### src/rtl/conv_enc_pkg.sv
package conv_enc_pkg;
    typedef enum logic [2:0] {
        KEEP_NONE   = 3'b000,
        KEEP_PAIR   = 3'b011,
        KEEP_TRIPLE = 3'b111
    } keep_e;
endpackage

### src/rtl/conv_core.sv
module conv_core #(
    parameter int          TAPS = 4,
    parameter logic [3:0]  GEN_A = 4'b1111,
    parameter logic [3:0]  GEN_B = 4'b1101,
    localparam int         SW = TAPS - 1
) (
    input  logic [SW-1:0] state,
    input  logic          u,
    output logic [SW-1:0] state_nxt,
    output logic [1:0]    code
);
    logic [TAPS-1:0] window;

    always_comb begin
        window    = {u, state};
        code[0]   = ^(window & GEN_A[TAPS-1:0]);
        code[1]   = ^(window & GEN_B[TAPS-1:0]);
        state_nxt = window[TAPS-1:1];
    end
endmodule

### src/rtl/punct_pack.sv
module punct_pack
    import conv_enc_pkg::*;
(
    input  logic       step,
    input  logic       mode,
    input  logic       phase,
    input  logic [1:0] held,
    input  logic [1:0] code,
    input  logic       final_step,
    output logic       emit,
    output logic [2:0] bits,
    output logic [2:0] keep,
    output logic       phase_nxt,
    output logic [1:0] held_nxt
);
    always_comb begin
        emit      = 1'b0;
        bits      = 3'b000;
        keep      = KEEP_NONE;
        phase_nxt = phase;
        held_nxt  = held;
        if (step) begin
            if (!mode) begin
                emit = 1'b1;
                bits = {1'b0, code};
                keep = KEEP_PAIR;
            end else if (!phase) begin
                if (final_step) begin
                    emit = 1'b1;
                    bits = {1'b0, code};
                    keep = KEEP_PAIR;
                end else begin
                    held_nxt  = code;
                    phase_nxt = 1'b1;
                end
            end else begin
                emit      = 1'b1;
                bits      = {code[1], held};
                keep      = KEEP_TRIPLE;
                phase_nxt = 1'b0;
            end
        end
    end
endmodule

### src/rtl/conv_enc_punct.sv
module conv_enc_punct #(
    parameter int TAPS = 4
) (
    input  logic       clk,
    input  logic       rst_n,
    input  logic       punct_en,
    input  logic       in_vld,
    input  logic       in_sof,
    input  logic       in_last,
    input  logic       in_bit,
    output logic       busy,
    output logic       out_vld,
    output logic [2:0] out_bits,
    output logic [2:0] out_keep
);
    localparam int SW   = TAPS - 1;
    localparam int TAIL = SW;
    localparam int TW   = $clog2(TAIL + 1);

    typedef struct packed {
        logic [SW-1:0] state;
        logic [TW-1:0] tail;
        logic          mode;
        logic          phase;
        logic [1:0]    held;
        logic          vld;
        logic [2:0]    bits;
        logic [2:0]    keep;
    } regs_t;

    regs_t r_q, r_d;

    logic          accept, step, final_step, sof_hit, mode_eff, phase_eff;
    logic          u, emit, phase_nxt;
    logic [SW-1:0] state_nxt;
    logic [1:0]    code, held_nxt;
    logic [2:0]    pk_bits, pk_keep;
    logic [SW-1:0] enc_state;

    assign busy      = (r_q.tail != '0);
    assign accept    = in_vld && !busy;
    assign step      = accept || busy;
    assign final_step = (r_q.tail == TW'(1));
    assign sof_hit   = accept && in_sof;
    assign mode_eff  = sof_hit ? punct_en : r_q.mode;
    assign phase_eff = sof_hit ? 1'b0 : r_q.phase;
    assign u         = accept ? in_bit : 1'b0;
    assign enc_state = r_q.state;

    conv_core #(.TAPS(TAPS)) core_i (
        .state     (r_q.state),
        .u         (u),
        .state_nxt (state_nxt),
        .code      (code)
    );

    punct_pack pack_i (
        .step       (step),
        .mode       (mode_eff),
        .phase      (phase_eff),
        .held       (r_q.held),
        .code       (code),
        .final_step (final_step),
        .emit       (emit),
        .bits       (pk_bits),
        .keep       (pk_keep),
        .phase_nxt  (phase_nxt),
        .held_nxt   (held_nxt)
    );

    always_comb begin
        r_d       = r_q;
        r_d.mode  = mode_eff;
        r_d.phase = phase_nxt;
        r_d.held  = held_nxt;
        r_d.vld   = emit;
        r_d.bits  = pk_bits;
        r_d.keep  = pk_keep;
        if (step) begin
            r_d.state = state_nxt;
        end
        if (accept && in_last) begin
            r_d.tail = TW'(TAIL);
        end else if (busy) begin
            r_d.tail = r_q.tail - TW'(1);
        end
    end

    always_ff @(posedge clk) begin
        if (!rst_n) begin
            r_q <= '0;
        end else begin
            r_q <= r_d;
        end
    end

    assign out_vld  = r_q.vld;
    assign out_bits = r_q.bits;
    assign out_keep = r_q.keep;
endmodule

### config.mk
export PLATFORM = sky130hd
export DESIGN_NAME = conv_enc_punct
export DESIGN_NICKNAME = d
export VERILOG_FILES = /design/src/rtl/conv_enc_pkg.sv /design/src/rtl/conv_core.sv /design/src/rtl/punct_pack.sv /design/src/rtl/conv_enc_punct.sv
export SDC_FILE = /design/constraint.sdc
export NUM_CORES = 1
export LEC_CHECK = 0
export BUFFER_PORTS_ARGS = -buffer_cell sky130_fd_sc_hd__buf_2
export CAP_MARGIN = 20
export CORE_MARGIN = 4
export CORE_UTILIZATION = 35
export DETAILED_ROUTE_END_ITERATION = 8
export GPL_TIMING_DRIVEN = 0
export PLACE_DENSITY = 0.58
export SETUP_SLACK_MARGIN = 0.02
export SLEW_MARGIN = 20
export SYNTH_ARGS = -nofsm -noshare
export SYNTH_HDL_FRONTEND = slang
export SYNTH_SLANG_ARGS = --single-unit
### constraint.sdc
create_clock -name clk -period 2.2 [get_ports clk]
set_input_delay 0.22 -clock clk [delete_from_list [all_inputs] [get_ports clk]]
set_output_delay 0.22 -clock clk [all_outputs]
set_load 0.01 [all_outputs]
==> flow_summary.json <==
{
  "powerDensity_nw_per_um2": 909.8,
  "first_pass_iters": 4,
  "first_iter_violations": 8,
  "required_ns": 2.38,
  "wl_um": 1201,
  "start_util": 0.3744,
  "place.detailed.hpwl_um": 918.5,
  "grt_pass1_wl_um": 1994,
  "viasPerCell": 4.281,
  "synth_area_leaders": "dfxtp_1 40%, buf_4 6.1%, nand2_1 4.6%",
  "syn_inst": 77,
  "ctsHoldBuffers": 0,
  "grt_util_all_layers": 0.09989,
  "synth_largest_area_cell": "dfxtp_1",
  "finalCritPeriodShare": 0.7570,
  "slew_viol_final": 0,
  "dieWidth_um": 54.04,
  "async_flop_share": 0,
  "fin_tns_setup_ns": 0,
  "core_um2": 1982,
  "crit_slowest_cell": "dfxtp_1",
  "wl_per_cell_um": 9.926,
  "cts.sinks": 15,
  "core.rowCount": 16,
  "cp-start-kind": "flop",
  "drc": 0,
  "antenna_cells": 0,
  "cts_root_buffer": "clkbuf_4",
  "drive_above_1_share": 0.3617,
  "fin_nets": 104,
  "timing.rr.start": "r_q[11]",
  "layout_commonest_cell": "dfxtp_1",
  "min_from": "in_bit",
  "hold_viol": 0,
  "rsz0062_at_grt": "false",
  "clkLatencyLatePin_ns": 0.28,
  "num_vias": 518,
  "crit_path_max_fanout": 6,
  "setup_viol": 0,
  "antenna_found_initial": 0,
  "totalPowerFinal_w": 0.0007900,
  "endpoint_kind": "flop",
  "clk_pin_slew_ns": 0.09,
  "syn_area_um2": 742.0,
  "yosys_most_used_dff": "dfxtp_1",
  "worst_pin_slew_ns": 0.4280,
  "p_leak_nw": 0.4175,
  "seq_area_frac_synth": 0.4047,
  "htree_levels": 1,
  "max_stage_delay_ns": 0.40,
  "path_cells": "inv_1, ha_1, nand3_2, nor2_1, or2_1, and3_1, and2_2",
  "fin_crit_ns": 1.665,
  "die_h_um": 54.04,
  "synth-seq-cells": 15,
  "synth_top_area_share": 0.4047,
  "final.setup_skew_ns": 0.005959,
  "drv_cap": 0,
  "yosysWarnings": 0,
  "max_freq_ghz": 0.6005,
  "place.gp.congestion": 0.8065,
  "path_class": "flop to flop",
  "clk_path_buf_depth": 2,
  "ys_types": 29,
  "cts_buffers": 3,
  "status": "finished, final reports clean",
  "final_cell_mix": "15 x dfxtp_1, 14 x buf_2, 9 x nand2_1",
  "syn-num-nets": 86,
  "hp-class": "input pin to flop",
  "slew_headroom": 0.7117,
  "grt_pass1_vias": 482,
  "synth_edf_count": 0,
  "post-cts-setup-buffer-count": 0,
  "irDropWorstVdd_uv": 455.7,
  "arrival_ns": 1.85,
  "numPortBuffers": 13,
  "avgSynthCellArea_um2": 9.636,
  "grt-ovfl-total": 0,
  "syn_to_final_growth_pct": 17.03,
  "antenna_left": 0,
  "grt_max_degree": 11,
  "cts_resized": 0,
  "io_pins": 15,
  "startpoint": "r_q[11]",
  "cts_tree": "built",
  "dieArea_um2": 2920
}
## final timing paths
check                           cells after the start      endpoint  slack, ns
worst min register to register                      2   out_bits[1]       0.48
worst max-delay path                                7   out_bits[2]       0.53
worst max register to register                      7   out_bits[2]       0.53
worst min-delay path                                3  enc_state[2]       0.20
## layout make-up
class                           count  area, um2
Timing Repair Buffer               13      65.06
Tap cell                           27      33.78
Clock inverter                      1      5.005
Sequential cell                    15      300.3
Inverter                            4      15.01
Fill cell                         198       1114
Clock buffer                        3      22.52
Multi-Input combinational cell     50      365.4
Buffer                              8      61.31
## state kept, by name, summed over array words and instances (netlist names)
name / cells
r_q: 6
enc_state: 3
out_bits: 3
out_keep: 2
out_vld: 1
## report_power, final
group	leakage (nW)	internal, W	switching (W)	total [W]
registers	0.123	0.000313	0.0000241	0.000337
logic	0.277	0.000133	0.000163	0.000296
clock network	0.0177	0.0000675	0.0000895	0.000157
## kinds of logic after synthesis
kind of cell	Yosys count	share of synthesized area
buf+inv	12	0.1028
fa+ha+maj	2	0.03372
mux	3	0.04047
xor+xnor	3	0.06577
flops	15	0.4047
compound gates	17	0.1754
simple gates	25	0.1771
## Yosys cell counts, types with 2 or more instances
master	n
buf_4	6
a21boi_0	4
o211a_1	2
nor2_1	4
nand2_1	9
inv_1	4
xnor2_2	2
ha_1	2
o21ai_0	3
nand2b_1	2
a21oi_1	2
and2_1	3
mux2i_1	3
dfxtp_1	15
nand3_2	2
## worst max-delay path, delay by kind of cell, from the launching register on
kind / cells / cell delay [ns]
buf+inv: 1 / 0.06
fa+ha+maj: 1 / 0.28
flops: 1 / 0.40
simple gates: 5 / 0.82
## through the flow
| stage | hold slack (ns) | area (um2) | setup WS (ns) | cells | util |
|---|---|---|---|---|---|
| after floorplan | 0.3672 | 742.0 | 0.7001 | 77 | - |
| after global placement | 0.4617 | 840.8 | 0.5784 | 117 | 0.4242 |
| after detailed placement | 0.4618 | 840.8 | 0.5719 | 117 | 0.4242 |
| after CTS | 0.1953 | 868.3 | 0.5497 | 121 | 0.4381 |
| after global routing | 0.2222 | 868.3 | 0.4379 | 121 | 0.4381 |
| final | 0.2008 | 868.3 | 0.5347 | 121 | 0.4381 |
## metal layers
layer  share of wire  global-route usage  wire length [um]  vias to the layer above
li1                -                   -                 -                      280
met2            0.39              0.1492               471                       16
met5               0                   0                 0                        -
met1            0.52              0.1174               621                      220
met4           0.015             0.04979                18                        0
met3           0.075             0.04986                90                        2
Power figures use the tool's default switching activity.
